[src/rtl/smm_glue_pkg.sv]
package smm_glue_pkg;

  // Destination chosen for one bus access.
  typedef enum logic [1:0] {
    RT_NONE  = 2'd0,
    RT_MAIN  = 2'd1,
    RT_SMRAM = 2'd2,
    RT_DENY  = 2'd3
  } route_e;

  // Inclusive span test on a zero-extended address.
  function automatic logic in_span(input logic [31:0] addr,
                                   input logic [31:0] lo,
                                   input logic [31:0] hi);
    return (addr >= lo) && (addr <= hi);
  endfunction

endpackage

[src/rtl/smm_sync.sv]
// Multi-flop synchronizer with selectable reset level; also used as reset releaser.
module smm_sync #(
  parameter int   STAGES  = 2,
  parameter logic RST_VAL = 1'b1
) (
  input  logic clk,
  input  logic arst_n,
  input  logic d,
  output logic q
);

  logic [STAGES-1:0] chain_q;
  logic [STAGES-1:0] chain_d;

  always_comb begin
    chain_d = {chain_q[STAGES-2:0], d};
  end

  always_ff @(posedge clk or negedge arst_n) begin
    if (!arst_n) begin
      chain_q <= {STAGES{RST_VAL}};
    end else begin
      chain_q <= chain_d;
    end
  end

  assign q = chain_q[STAGES-1];

endmodule

[src/rtl/smm_flush_seq.sv]
// Fixed-length flush pulse generator; a new start reloads the count.
module smm_flush_seq #(
  parameter int FLUSH_CLKS = 2
) (
  input  logic clk,
  input  logic rst_n,
  input  logic start,
  output logic busy
);

  localparam int CW = $clog2(FLUSH_CLKS + 1);

  logic [CW-1:0] cnt_q;
  logic [CW-1:0] cnt_d;
  logic          cnt_en;

  always_comb begin
    cnt_en = start || (cnt_q != '0);
    if (start) begin
      cnt_d = CW'(FLUSH_CLKS);
    end else begin
      cnt_d = cnt_q - CW'(1);
    end
  end

  always_ff @(posedge clk or negedge rst_n) begin
    if (!rst_n) begin
      cnt_q <= '0;
    end else if (cnt_en) begin
      cnt_q <= cnt_d;
    end
  end

  assign busy = (cnt_q != '0);

endmodule

[src/rtl/smm_ctrl.sv]
// Mode-dependent SMM entry/exit sequencing of flush, cache enable and WB/WT.
module smm_ctrl (
  input  logic clk,
  input  logic rst_n,
  input  logic cfg_wb,
  input  logic cfg_overlay,
  input  logic cfg_cache_smm,
  input  logic smi_n,
  input  logic smm_s,
  output logic flush_start,
  output logic ken_n,
  output logic wbwt,
  output logic pend
);

  logic smm_q, smm_d;
  logic smi_q, smi_d;
  logic pend_q, pend_d;
  logic hold_q, hold_d;
  logic entry, leave, smi_fall;
  logic wt_ov, wb_ov, wb_sep;

  always_comb begin
    wt_ov    = !cfg_wb && cfg_overlay;
    wb_ov    = cfg_wb && cfg_overlay;
    wb_sep   = cfg_wb && !cfg_overlay;
    entry    = smm_s && !smm_q;
    leave    = !smm_s && smm_q;
    smi_fall = smi_q && !smi_n;

    smm_d = smm_s;
    smi_d = smi_n;

    // Exit flush is owed only when write-through caching ran during SMM.
    pend_d = pend_q;
    if (leave && pend_q) begin
      pend_d = 1'b0;
    end else if (entry && wt_ov && cfg_cache_smm) begin
      pend_d = 1'b1;
    end

    // Write-back overlaid: cache held off from SMI until SMM ends.
    hold_d = (wb_ov && smi_fall) || (hold_q && !leave);

    flush_start = (wt_ov && entry) || (wb_ov && smi_fall) || (leave && pend_q);

    ken_n = hold_q || (smm_s && !cfg_cache_smm);
    wbwt  = cfg_wb && !(wb_sep && smm_s);
    pend  = pend_q;
  end

  always_ff @(posedge clk or negedge rst_n) begin
    if (!rst_n) begin
      smm_q  <= 1'b0;
      smi_q  <= 1'b1;
      pend_q <= 1'b0;
      hold_q <= 1'b0;
    end else begin
      smm_q  <= smm_d;
      smi_q  <= smi_d;
      pend_q <= pend_d;
      hold_q <= hold_d;
    end
  end

endmodule

[src/rtl/smm_route.sv]
// Combinational steering of a bus access to main memory, SMRAM or refusal.
module smm_route
  import smm_glue_pkg::*;
#(
  parameter int          AW       = 20,
  parameter logic [31:0] OV_BASE  = 32'h38000,
  parameter logic [31:0] SEP_BASE = 32'hA0000,
  parameter logic [31:0] SPAN     = 32'h08000
) (
  input  logic          smiact_n,
  input  logic          cfg_overlay,
  input  logic          bus_req,
  input  logic          bus_master_cpu,
  input  logic [AW-1:0] bus_addr,
  output route_e        route
);

  localparam logic [31:0] OV_HI  = OV_BASE + SPAN - 32'd1;
  localparam logic [31:0] SEP_HI = SEP_BASE + SPAN - 32'd1;

  logic in_ov, in_sep, smm_grant;

  always_comb begin
    in_ov     = in_span(32'(bus_addr), OV_BASE, OV_HI);
    in_sep    = in_span(32'(bus_addr), SEP_BASE, SEP_HI);
    smm_grant = !smiact_n && bus_master_cpu;

    if (!bus_req) begin
      route = RT_NONE;
    end else if (cfg_overlay) begin
      route = (in_ov && smm_grant) ? RT_SMRAM : RT_MAIN;
    end else if (in_sep) begin
      route = smm_grant ? RT_SMRAM : RT_DENY;
    end else begin
      route = RT_MAIN;
    end
  end

endmodule

[src/rtl/smm_glue.sv]
module smm_glue
  import smm_glue_pkg::*;
#(
  parameter int          AW          = 20,
  parameter int          FLUSH_CLKS  = 2,
  parameter int          SYNC_STAGES = 2,
  parameter logic [31:0] OV_BASE     = 32'h38000,
  parameter logic [31:0] SEP_BASE    = 32'hA0000,
  parameter logic [31:0] SPAN        = 32'h08000
) (
  input  logic          clk,
  input  logic          rst_n,
  input  logic          cfg_wb,
  input  logic          cfg_overlay,
  input  logic          cfg_cache_smm,
  input  logic          smi_n,
  input  logic          smiact_n,
  input  logic          sys_a20m_n,
  input  logic          bus_req,
  input  logic          bus_master_cpu,
  input  logic [AW-1:0] bus_addr,
  output logic          cpu_flush_n,
  output logic          cpu_ken_n,
  output logic          cpu_wbwt,
  output logic          cpu_a20m_n,
  output logic          l2_flush_req,
  output logic          sel_smram,
  output logic          sel_main,
  output logic          bus_refuse,
  output logic          exit_flush_pend
);

  logic   rst_i_n;
  logic   smiact_s_n;
  logic   flush_start;
  logic   flush_busy;
  route_e route;

  // Reset: asserted at once, released after SYNC_STAGES edges.
  smm_sync #(.STAGES(SYNC_STAGES), .RST_VAL(1'b0)) u_rst_sync (
    .clk    (clk),
    .arst_n (rst_n),
    .d      (1'b1),
    .q      (rst_i_n)
  );

  smm_sync #(.STAGES(SYNC_STAGES), .RST_VAL(1'b1)) u_act_sync (
    .clk    (clk),
    .arst_n (rst_i_n),
    .d      (smiact_n),
    .q      (smiact_s_n)
  );

  smm_ctrl u_ctrl (
    .clk           (clk),
    .rst_n         (rst_i_n),
    .cfg_wb        (cfg_wb),
    .cfg_overlay   (cfg_overlay),
    .cfg_cache_smm (cfg_cache_smm),
    .smi_n         (smi_n),
    .smm_s         (!smiact_s_n),
    .flush_start   (flush_start),
    .ken_n         (cpu_ken_n),
    .wbwt          (cpu_wbwt),
    .pend          (exit_flush_pend)
  );

  smm_flush_seq #(.FLUSH_CLKS(FLUSH_CLKS)) u_flush (
    .clk   (clk),
    .rst_n (rst_i_n),
    .start (flush_start),
    .busy  (flush_busy)
  );

  smm_route #(
    .AW       (AW),
    .OV_BASE  (OV_BASE),
    .SEP_BASE (SEP_BASE),
    .SPAN     (SPAN)
  ) u_route (
    .smiact_n       (smiact_n),
    .cfg_overlay    (cfg_overlay),
    .bus_req        (bus_req),
    .bus_master_cpu (bus_master_cpu),
    .bus_addr       (bus_addr),
    .route          (route)
  );

  always_comb begin
    cpu_flush_n  = !flush_busy;
    l2_flush_req = flush_busy;
    // A20 mask held inactive for the whole SMM interval.
    cpu_a20m_n   = smiact_n ? sys_a20m_n : 1'b1;
    sel_smram    = (route == RT_SMRAM);
    sel_main     = (route == RT_MAIN);
    bus_refuse   = (route == RT_DENY);
  end

endmodule

[config.mk]
export PLATFORM = sky130hd
export DESIGN_NAME = smm_glue
export DESIGN_NICKNAME = d
export VERILOG_FILES = /design/src/rtl/smm_glue_pkg.sv /design/src/rtl/smm_sync.sv /design/src/rtl/smm_flush_seq.sv /design/src/rtl/smm_ctrl.sv /design/src/rtl/smm_route.sv /design/src/rtl/smm_glue.sv
export SDC_FILE = /design/constraint.sdc
export NUM_CORES = 1
export LEC_CHECK = 0
export ABC_AREA = 1
export BUFFER_PORTS_ARGS = -buffer_cell sky130_fd_sc_hd__clkbuf_2
export CAP_MARGIN = 20
export CORE_MARGIN = 2
export CORE_UTILIZATION = 35
export DETAILED_ROUTE_END_ITERATION = 8
export PLACE_DENSITY = 0.73
export RECOVER_POWER = 50
export SETUP_SLACK_MARGIN = 0.15
export SYNTH_ARGS = -nofsm -noshare
export SYNTH_HDL_FRONTEND = slang
export SYNTH_HIERARCHICAL = 1
export SYNTH_SLANG_ARGS = --single-unit
[constraint.sdc]
create_clock -name clk -period 0.8 [get_ports clk]
set_input_delay 0.04 -clock clk [delete_from_list [all_inputs] [get_ports clk]]
set_output_delay 0.04 -clock clk [all_outputs]
set_load 0.01 [all_outputs]
==> flow_summary.json, run 1 <==
{
  "numCtsBuffers": 3,
  "grt_first_pass_wirelength_um": 2463,
  "chipHeight_um": 43.75,
  "finish.cell_count_without_fillers": 133,
  "yosysUniqueCellTypes": 18,
  "synth.top_cells.by_count": "sky130_fd_sc_hd__inv_1, sky130_fd_sc_hd__nand2_1, sky130_fd_sc_hd__nor2_1, sky130_fd_sc_hd__dfrtp_1, sky130_fd_sc_hd__nand3_1",
  "dp_hpwl_um": 974.5,
  "cp-end-kind": "output port",
  "crit_path_end": "cpu_ken_n",
  "timing_hold_violations_final": 1,
  "worst_skew_pair.late_latency_ns": 0.26,
  "synth_fp_nets": 104,
  "setup.worst_path.start_class": "register",
  "netlist_top_cells_area": "sky130_fd_sc_hd__dfrtp_1, sky130_fd_sc_hd__dfstp_2, sky130_fd_sc_hd__inv_1, sky130_fd_sc_hd__nand2_1, sky130_fd_sc_hd__nor2_1",
  "overall_die_area_um2": 1914,
  "worst_clock_skew_ns": 0.0003886,
  "grt_setup_unrepaired": "yes",
  "initialDrtViolationCount": 1,
  "seq_area_um2": 254.0,
  "criticalPathCategory": "reg -> out",
  "clkTransAtPathRegs_ns": 0.07,
  "worst-endpoint-required_ns": 0.76,
  "route.detailed.wl_per_inst_um": 10.77,
  "drt-vias-per-instance": 4.383,
  "num-fill-cells": 132,
  "post-synth-top-count-cell": "sky130_fd_sc_hd__inv_1",
  "detail_route.first_pass.iterations": 2,
  "detailroute.via_count": 583,
  "synthCells": 73,
  "reg2reg_from": "u_act_sync/chain_q[1]",
  "ff2ff_path_depth": 8,
  "number_of_warnings_printed_during_yosys_synthesis": 6,
  "clock_sinks": 10,
  "worstSetupStartpoint": "u_act_sync/chain_q[1]",
  "post-synth-top-area-fraction": 0.3167,
  "post-route-min-period_ns": 1.207,
  "ant_nets": 0,
  "whs_ns": -0.003217,
  "core_um2": 1489,
  "switching_share": 0.3366,
  "gpl.final_weighted_congestion": 0.7360,
  "multi_input_area_um2": 324.1,
  "postLayoutCellArea_um2": 1023,
  "mappedNetlistArea_um2": 553.0,
  "io_buffers": 23,
  "power.leakage_uw": 0.0005510,
  "final_critical_path_setup_slack_ns": -0.4070,
  "hold_path.startpoint": "smiact_n",
  "internal_reg_to_reg_setup_slack_ns": -0.38,
  "post-route-drc-count": 0,
  "cts.path.max_buffers": 2,
  "sequential_element_share_of_the_synthesized_area": 0.4593,
  "ctsHtreeMaxLevel": 1,
  "root_buffer": "sky130_fd_sc_hd__clkbuf_4",
  "max_cap_violations": 0,
  "synth_enable_flop_cells": 0,
  "cts_tree": "done",
  "share_comb_of_total_power": 0.502,
  "violations": "hold timing, setup timing",
  "clock_power_share": 0.194,
  "grt_remaining_overflow": 0,
  "synth_seq_cells": 10,
  "syn_avg_cell_area_um2": 7.576,
  "vdd_ir_drop_max_mv": 1.189,
  "chipWidth_um": 43.75,
  "via_count_of_the_first_global_routing_pass": 613,
  "place.detailed.instances": 119,
  "largest_net_degree_at_the_start_of_global_routing": 9,
  "ys_async_sr_fraction": 1.000,
  "layout_cells_sized_above_1": 0.7094,
  "result_of_the_run": "finished with violations",
  "worst_r2r_endpoint": "u_flush/cnt_q[0]",
  "wirelength_um": 1432,
  "power_density_nw_per_um2": 2242,
  "number_of_antenna_violations_at_the_first_check_in_global_routing": 0,
  "net_switching_uw": 772.4,
  "worstHoldPathType": "in -> reg",
  "dpl-instance-area_um2": 780.7,
  "power.sequential.fraction": 0.304,
  "synth_largest_area_cell": "sky130_fd_sc_hd__dfrtp_1",
  "antenna-diode-count": 0,
  "clock.fmax_mhz": 828.5,
  "critical_path_arrival_ns": 1.17,
  "grt_util_all_layers": 0.1793,
  "cp_max_fo": 4,
  "dominantRegCellSynth": "sky130_fd_sc_hd__dfrtp_1",
  "slew_viol_final": 0,
  "final_net_count": 149,
  "floorplan.rows": 14,
  "ios": 39,
  "layout_worst_path_cycle_share": 1.509,
  "final-setup-viol-count": 13,
  "internal_power_uw": 1522,
  "area_delta_synth_final_pct": 85.07,
  "start_util": 0.3714
}
==> cell usage in the layout (no fill, tap or decap), types with 5 or more instances in the layout <==
| master | n |
|---|---|
| sky130_fd_sc_hd__nand3_2 | 7 |
| sky130_fd_sc_hd__dfrtp_1 | 7 |
| sky130_fd_sc_hd__clkbuf_2 | 10 |
| sky130_fd_sc_hd__inv_1 | 10 |
| sky130_fd_sc_hd__nand2_1 | 5 |
| sky130_fd_sc_hd__buf_6 | 9 |
| sky130_fd_sc_hd__buf_2 | 5 |
| sky130_fd_sc_hd__buf_4 | 11 |
| sky130_fd_sc_hd__inv_2 | 10 |
| sky130_fd_sc_hd__nand2_2 | 8 |
==> per-stage QoR <==
stage               TNS, ns  power, µW  hold slack [ns]  setup slack [ns]    util
global route         -3.593       2480        -0.003234           -0.4651  0.6874
detailed placement   -1.654       1544          -0.1716           -0.2996  0.5244
CTS                  -2.992       2184         0.002893           -0.4052  0.6176
global placement     -1.443       1498          -0.1709           -0.2521  0.5244
finish               -2.927       2295        -0.003217           -0.4070  0.6874
floorplan           -0.6709       1233          -0.2556           -0.2372       -
==> sequential cells by signal, summed over array words and instances (netlist names) <==
| name | cells |
|---|---|
| u_ctrl/hold_q | 1 |
| u_act_sync/chain_q | 2 |
| u_ctrl/smi_q | 1 |
| u_ctrl/pend | 1 |
| u_ctrl/smm_q | 1 |
| u_rst_sync/chain_q | 2 |
| u_flush/cnt_q | 2 |
==> critical path, stage by stage (launching register included) <==
cell	delay, ns
sky130_fd_sc_hd__dfstp_2	0.53
sky130_fd_sc_hd__inv_2	0.05
sky130_fd_sc_hd__inv_2	0.06
sky130_fd_sc_hd__buf_6	0.09
sky130_fd_sc_hd__o21bai_4	0.05
sky130_fd_sc_hd__buf_6	0.12
==> power by group through the flow <==
stage               sequential (µW)  clock (µW)  combinational [µW]
finish                          699         445                1150
global route                    713         501                1270
CTS                             695         465                1030
detailed placement              693           0                 850
global placement                684           0                 814
floorplan                       688           0                 545
==> routing by layer <==
| layer | share of wire | vias to the layer above | GRT usage |
|---|---|---|---|
| met5 | 0 | - | 0 |
| met4 | 0.020 | 0 | 0.1091 |
| met3 | 0.059 | 4 | 0.04583 |
| met2 | 0.59 | 22 | 0.3324 |
| met1 | 0.33 | 256 | 0.1737 |
| li1 | - | 301 | - |
==> cells by family after synthesis <==
group                    share of synthesized area
AO/OA/AOI/OAI                              0.06108
adder cells (fa/ha/maj)                    0.02262
buffers and inverters                       0.1493
flip-flops                                  0.4593
other                                     0.006781
AND/OR/NAND/NOR                             0.3009
==> worst min path at each step <==
stage	to	slack [ns]	cells after the start
6_report	u_act_sync/chain_q[0]	-0.003	2
5_1_grt	u_act_sync/chain_q[0]	-0.003	2
4_1_cts	u_act_sync/chain_q[0]	0.003	2
3_5_place_dp	u_rst_sync/chain_q[0]	-0.17	1
3_3_place_gp	u_rst_sync/chain_q[0]	-0.17	1
2_1_floorplan	u_rst_sync/chain_q[0]	-0.26	0
==> what timing repair did <==
| action | CTS | global route |
|---|---|---|
| buffers inserted | 7 | 1 |
| hold buffers | 2 | 0 |
| endpoints found under the setup margin | 13 | 13 |
| resized for setup | 12 | 34 |
| hold endpoints to repair | 3 | 0 |
| pin swaps | 4 | 9 |
==> layout make-up <==
class | instances | share of cell area
well taps | 16 | 0.01956
repair buffers | 40 | 0.2946
inverters | 22 | 0.08557
multi-input cells | 41 | 0.3166
clock buffers | 4 | 0.03545
flip-flops and latches | 10 | 0.2482
Power figures use the tool's default switching activity.
==> inputs of run 2 (changes only) <==
Settings changed: CORE_UTILIZATION 35 to 32, PLACE_DENSITY 0.73 to 0.71, SYNTH_HIERARCHICAL 1 to unset.
==> flow_summary.json, run 2 <==
{
  "critical_path_cell_by_cell": "buf_4 > nor2_2 > nand3_2 > nand3_2 > or2_1",
  "dpl-instance-area_um2": 671.9,
  "layout_commonest_cell": "sky130_fd_sc_hd__clkbuf_2",
  "layout_worst_path_cycle_share": 1.451,
  "postLayoutCellArea_um2": 883.3,
  "final_net_count": 126,
  "netlist_top_cells_area": "sky130_fd_sc_hd__dfrtp_1, sky130_fd_sc_hd__dfstp_2, sky130_fd_sc_hd__inv_1, sky130_fd_sc_hd__nand2_1, sky130_fd_sc_hd__nand3_1",
  "vdd_ir_drop_max_mv": 1.197,
  "number_of_antenna_violations_at_the_first_check_in_global_routing": 0,
  "grt_first_pass_wirelength_um": 1842,
  "chipHeight_um": 42.80,
  "route.detailed.wl_per_inst_um": 10.24,
  "critical_path_arrival_ns": 1.32,
  "worst_skew_pair.late_latency_ns": 0.27,
  "cp_max_fo": 2,
  "layout.core_utilization": 0.6076,
  "antenna-diode-count": 0,
  "dp_hpwl_um": 783.9,
  "drt-vias-per-instance": 4.591,
  "initialDrtViolationCount": 4,
  "cts_tree": "done",
  "ant_nets": 0,
  "power.leakage_uw": 0.0004589,
  "critical_path.n_buffers_inverters": 1,
  "power_density_nw_per_um2": 2298,
  "synth_enable_flop_cells": 0,
  "wirelength_um": 1126,
  "cp-end-kind": "register",
  "worst-endpoint-required_ns": 0.95,
  "multi_input_area_um2": 260.3,
  "via_count_of_the_first_global_routing_pass": 460,
  "largest_net_degree_at_the_start_of_global_routing": 9,
  "layout_cells_sized_above_1": 0.6277,
  "gpl.final_weighted_congestion": 0.6805,
  "post-route-drc-count": 0,
  "yosysUniqueCellTypes": 18,
  "delay_contributed_by_the_slowest_stage_of_the_critical_path_ns": 0.55,
  "chipWidth_um": 42.80,
  "clock.fmax_mhz": 861.3,
  "worst_clock_skew_ns": 0.0007340,
  "synth_seq_cells": 10,
  "violations": "setup timing",
  "number_of_warnings_printed_during_yosys_synthesis": 0,
  "preCtsSetupSlack_ns": -0.2572,
  "syn_avg_cell_area_um2": 8.602,
  "overall_die_area_um2": 1832,
  "detail_route.first_pass.iterations": 2,
  "finish.cell_count_without_fillers": 110,
  "layout_top_registers": "u_act_sync.chain_q (2), u_flush.cnt_q (2), u_rst_sync.chain_q (2)",
  "final-setup-viol-count": 9,
  "grt_setup_unrepaired": "yes",
  "result_of_the_run": "finished with violations",
  "max_cap_violations": 0,
  "io_buffers": 23,
  "slowest_cell_on_crit_path": "sky130_fd_sc_hd__dfstp_2",
  "cts.path.max_buffers": 2,
  "synth_fp_nets": 87,
  "area_delta_synth_final_pct": 83.38,
  "ctsHtreeMaxLevel": 1,
  "clock_sinks": 10,
  "root_buffer": "sky130_fd_sc_hd__clkbuf_4",
  "numCtsBuffers": 3,
  "synth_largest_area_cell": "sky130_fd_sc_hd__dfrtp_1",
  "place.detailed.instances": 100,
  "slew_viol_final": 0,
  "grt_remaining_overflow": 0,
  "layout.cells.most_common_list": "sky130_fd_sc_hd__clkbuf_2, sky130_fd_sc_hd__buf_6, sky130_fd_sc_hd__dfrtp_1",
  "final_critical_path_setup_slack_ns": -0.3611,
  "mappedNetlistArea_um2": 481.7,
  "sequential_element_share_of_the_synthesized_area": 0.5273,
  "start_util": 0.3313,
  "post-route-min-period_ns": 1.161,
  "synth.top_cells.by_count": "sky130_fd_sc_hd__inv_1, sky130_fd_sc_hd__nand2_1, sky130_fd_sc_hd__dfrtp_1, sky130_fd_sc_hd__nand3_1, sky130_fd_sc_hd__nor2_1",
  "timing_hold_violations_final": 0,
  "detailroute.via_count": 505,
  "num-fill-cells": 124,
  "cpMostUsedCell": "sky130_fd_sc_hd__nand3_2",
  "path_delay_family": "flip-flops",
  "post-synth-top-count-cell": "sky130_fd_sc_hd__inv_1",
  "criticalPathCategory": "reg -> reg",
  "ys_async_sr_fraction": 1.000,
  "core_um2": 1454,
  "post-synth-top-area-fraction": 0.3636,
  "clkTransAtPathRegs_ns": 0.07,
  "synthCells": 56,
  "floorplan.rows": 14,
  "dominantRegCellSynth": "sky130_fd_sc_hd__dfrtp_1",
  "ios": 39,
  "grt_util_all_layers": 0.1410,
  "setup.worst_path.start_class": "register",
  "seq_area_um2": 254.0,
  "worstHoldPathType": "in -> reg"
}
[run 2: cell count changes after synthesis, sizes merged, moves of 2 or more]
| cell | before | now |
|---|---|---|
| inv | 21 | 12 |
| nor2 | 12 | 6 |
| nand3 | 9 | 7 |
| nand4 | 0 | 3 |
| nand2 | 13 | 9 |
[run 2: power breakdown]
| part | total [µW] | switching, µW | internal, µW |
|---|---|---|---|
| sequential | 661 | 60.3 | 601 |
| combinational | 908 | 378 | 530 |
| clock | 461 | 184 | 277 |
| total | 2030 | 622 | 1410 |
[run 2: repair_timing]
action	in CTS	in global routing
setup buffers	4	0
gates cloned	0	0
hold buffers	2	0
setup endpoints to repair	13	13
endpoints found under the hold margin	3	0
pin swaps	5	12
gates resized for setup	16	27
[run 2: layout make-up]
type | instances | area share
Tap cell | 16 | 0.02266
Clock buffer | 4 | 0.04108
Sequential cell | 10 | 0.2875
Timing Repair Buffer | 34 | 0.2975
Inverter | 12 | 0.05666
Multi-Input combinational cell | 34 | 0.2946
[run 2: cell families after synthesis]
kind of cell | synth area share
DFF | 0.5273
and+or+nand+nor | 0.2675
AOI/OAI and AO/OA | 0.07793
other | 0.007785
adders and majority gates | 0.02597
buffers and inverters | 0.09350
[run 2: path summary, 6_finish.rpt]
check / cells past startpoint / end / from / slack, ns
max: 5 / u_flush.cnt_q[1] / u_act_sync.chain_q[1] / -0.36
min: 2 / u_act_sync.chain_q[0] / smiact_n / 0.03
max reg2reg: 5 / u_flush.cnt_q[1] / u_act_sync.chain_q[1] / -0.36
min reg2reg: 0 / u_flush.cnt_q[0] / u_rst_sync.chain_q[1] / 0.13
max in group asynchronous: 0 / u_ctrl.smi_q / u_rst_sync.chain_q[1] / 0.38
min in group asynchronous: 2 / u_rst_sync.chain_q[0] / rst_n / 0.09
[run 2: routing by layer]
| layer | global-route usage | up-vias | part of all wire |
|---|---|---|---|
| li1 | - | 253 | - |
| met4 | 0.07500 | 0 | 0.020 |
| met3 | 0.06383 | 5 | 0.071 |
| met1 | 0.1421 | 226 | 0.35 |
| met5 | 0 | - | 0 |
| met2 | 0.2394 | 21 | 0.56 |
[run 2: worst register-to-register path: cells and delay by family (launching register included)]
family | cells | cell delay [ns]
buffers and inverters | 1 | 0.12
DFF | 1 | 0.55
and+or+nand+nor | 4 | 0.38
[run 2: stage by stage]
step	TNS, ns	hold WS (ns)	power, µW
2_1_floorplan	-0.4660	-0.2556	1051
3_3_place_gp	-0.9361	-0.1732	1260
3_5_place_dp	-1.081	-0.1733	1296
4_1_cts	-2.517	0.003963	1930
5_1_grt	-3.059	0.01726	2195
6_report	-2.501	0.02517	2030
==> inputs of run 3 (changes only) <==
Settings changed: PLACE_DENSITY 0.71 to 0.68, SYNTH_HIERARCHICAL set to 1.
==> flow_summary.json, run 3 (same netlist as run 1, synthesis figures left out) <==
{
  "grt_util_all_layers": 0.1439,
  "violations": "setup timing",
  "worst_skew_pair.late_latency_ns": 0.27,
  "route.detailed.wl_per_inst_um": 9.669,
  "postLayoutCellArea_um2": 994.7,
  "internal_reg_to_reg_setup_slack_ns": -0.33,
  "post-route-drc-count": 0,
  "layout_top_registers": "u_act_sync/chain_q (2), u_flush/cnt_q (2), u_rst_sync/chain_q (2)",
  "slew_viol_final": 0,
  "timing_hold_violations_final": 0,
  "floorplan.rows": 15,
  "whs_ns": 0.01570,
  "clock_sinks": 10,
  "critical_path_arrival_ns": 1.15,
  "criticalPathCategory": "reg -> out",
  "grt_first_pass_wirelength_um": 2090,
  "detailroute.via_count": 600,
  "result_of_the_run": "finished with violations",
  "ant_nets": 0,
  "cp_max_fo": 4,
  "layout.cells.most_common_list": "sky130_fd_sc_hd__clkbuf_2, sky130_fd_sc_hd__buf_4, sky130_fd_sc_hd__inv_1",
  "layout_cells_sized_above_1": 0.7069,
  "grt_setup_unrepaired": "yes",
  "grt_remaining_overflow": 0,
  "chipHeight_um": 45.57,
  "power.total_uw": 2239,
  "via_count_of_the_first_global_routing_pass": 554,
  "min_delay_path_depth": 3,
  "worst_r2r_endpoint": "u_flush/cnt_q[0]",
  "chipWidth_um": 45.57,
  "wirelength_um": 1286,
  "hold_path.startpoint": "cfg_cache_smm",
  "detail_route.first_pass.iterations": 2,
  "largest_net_degree_at_the_start_of_global_routing": 9,
  "final_net_count": 148,
  "setup_tns_ns": -2.687,
  "core_um2": 1670,
  "root_buffer": "sky130_fd_sc_hd__clkbuf_4",
  "setup.worst_path.start_class": "register",
  "dp_hpwl_um": 917.8,
  "num-fill-cells": 152,
  "final-setup-viol-count": 13,
  "io_buffers": 23,
  "overall_die_area_um2": 2077,
  "start_util": 0.3311,
  "dpl-instance-area_um2": 782.0,
  "antenna-diode-count": 0,
  "area_delta_synth_final_pct": 79.86,
  "max_cap_violations": 0,
  "power.leakage_uw": 0.0005423,
  "worst_clock_skew_ns": 0.0005725,
  "worstHoldPathType": "in -> reg",
  "number_of_antenna_violations_at_the_first_check_in_global_routing": 0,
  "reg2reg_from": "u_act_sync/chain_q[1]",
  "layout_worst_path_cycle_share": 1.485,
  "clock.fmax_mhz": 841.8,
  "ff2ff_path_depth": 8,
  "power_density_nw_per_um2": 2251,
  "final_critical_path_setup_slack_ns": -0.3879,
  "cts_tree": "done",
  "numCtsBuffers": 3,
  "post-route-min-period_ns": 1.188,
  "worst-endpoint-required_ns": 0.76,
  "initialDrtViolationCount": 2,
  "worstHoldEndpoint": "u_ctrl/pend",
  "cts.path.max_buffers": 2,
  "vdd_ir_drop_max_mv": 1.092,
  "clkTransAtPathRegs_ns": 0.07,
  "gpl.final_weighted_congestion": 0.7360,
  "ios": 39,
  "drt-vias-per-instance": 4.511,
  "cp-end-kind": "output port",
  "ctsHtreeMaxLevel": 1,
  "preCtsSetupSlack_ns": -0.2719
}
==> run 3: cell count changes in the layout (fill, tap and decap cells not counted), moves of 2 or more <==
cell,delta
sky130_fd_sc_hd__buf_4,+5
sky130_fd_sc_hd__buf_8,-2
sky130_fd_sc_hd__clkbuf_2,+2
sky130_fd_sc_hd__inv_1,+4
sky130_fd_sc_hd__inv_2,+5
sky130_fd_sc_hd__nand2_2,+5
sky130_fd_sc_hd__nand4_1,-3
sky130_fd_sc_hd__nor2_1,+3
sky130_fd_sc_hd__nor2_2,+5
sky130_fd_sc_hd__nor2_4,-2
==> run 3: worst max-delay path, stage by stage (launching register included) <==
cell and delay (ns):
sky130_fd_sc_hd__dfstp_2 0.52, sky130_fd_sc_hd__inv_2 0.05, sky130_fd_sc_hd__inv_2 0.06, sky130_fd_sc_hd__buf_6 0.09
sky130_fd_sc_hd__o21bai_2 0.04, sky130_fd_sc_hd__clkbuf_2 0.12
==> run 3: layout make-up <==
class | instances | area, µm² | area share
Clock buffer | 4 | 36.28 | 0.03648
Inverter | 22 | 90.09 | 0.09057
Multi-Input combinational cell | 41 | 306.5 | 0.3082
Sequential cell | 10 | 254.0 | 0.2553
Tap cell | 17 | 21.27 | 0.02138
Timing Repair Buffer | 39 | 286.5 | 0.2881
==> run 3: through the flow <==
| stage | utilization | instances |
|---|---|---|
| after CTS | 0.5416 | 131 |
| after detailed placement | 0.4682 | 120 |
| after global routing | 0.5955 | 133 |
| after floorplan | - | 73 |
| after global placement | 0.4682 | 120 |
| final | 0.5955 | 133 |
==> run 3: worst max path at each step <==
| stage | startpoint | endpoint | slack (ns) | cells after the start |
|---|---|---|---|---|
| after floorplan | u_act_sync/chain_q[1] | u_flush/cnt_q[0] | -0.24 | 8 |
| final | u_act_sync/chain_q[1] | cpu_ken_n | -0.39 | 5 |
| after CTS | u_act_sync/chain_q[1] | cpu_ken_n | -0.39 | 5 |
| after global placement | u_act_sync/chain_q[1] | u_flush/cnt_q[0] | -0.25 | 8 |
| after global routing | u_act_sync/chain_q[1] | cpu_ken_n | -0.43 | 5 |
| after detailed placement | u_act_sync/chain_q[1] | u_flush/cnt_q[0] | -0.27 | 8 |
==> run 3: report_power, final <==
part / internal [µW] / leakage (µW) / switching, µW / total [µW]
combinational: 598 / 0.000406 / 491 / 1090
clock: 277 / 0.0000210 / 184 / 460
sequential: 609 / 0.000116 / 81.0 / 690
total: 1480 / 0.000542 / 756 / 2240
==> run 3: timing repair <==
item                                   CTS  global route
hold buffers                             3             0
setup buffers                            4             2
endpoints found under the hold margin    4             0
pin swaps                                4            13
gates resized for setup                 10            28
setup endpoints to repair               13            13
==> run 3: per-layer routing <==
layer  global-route usage  part of all wire  vias to the layer above
li1                     -                 -                      300
met1               0.1262              0.31                      272
met2               0.2704              0.59                       24
met3              0.06746             0.089                        4
met4              0.06471             0.014                        0
met5                    0                 0                        -
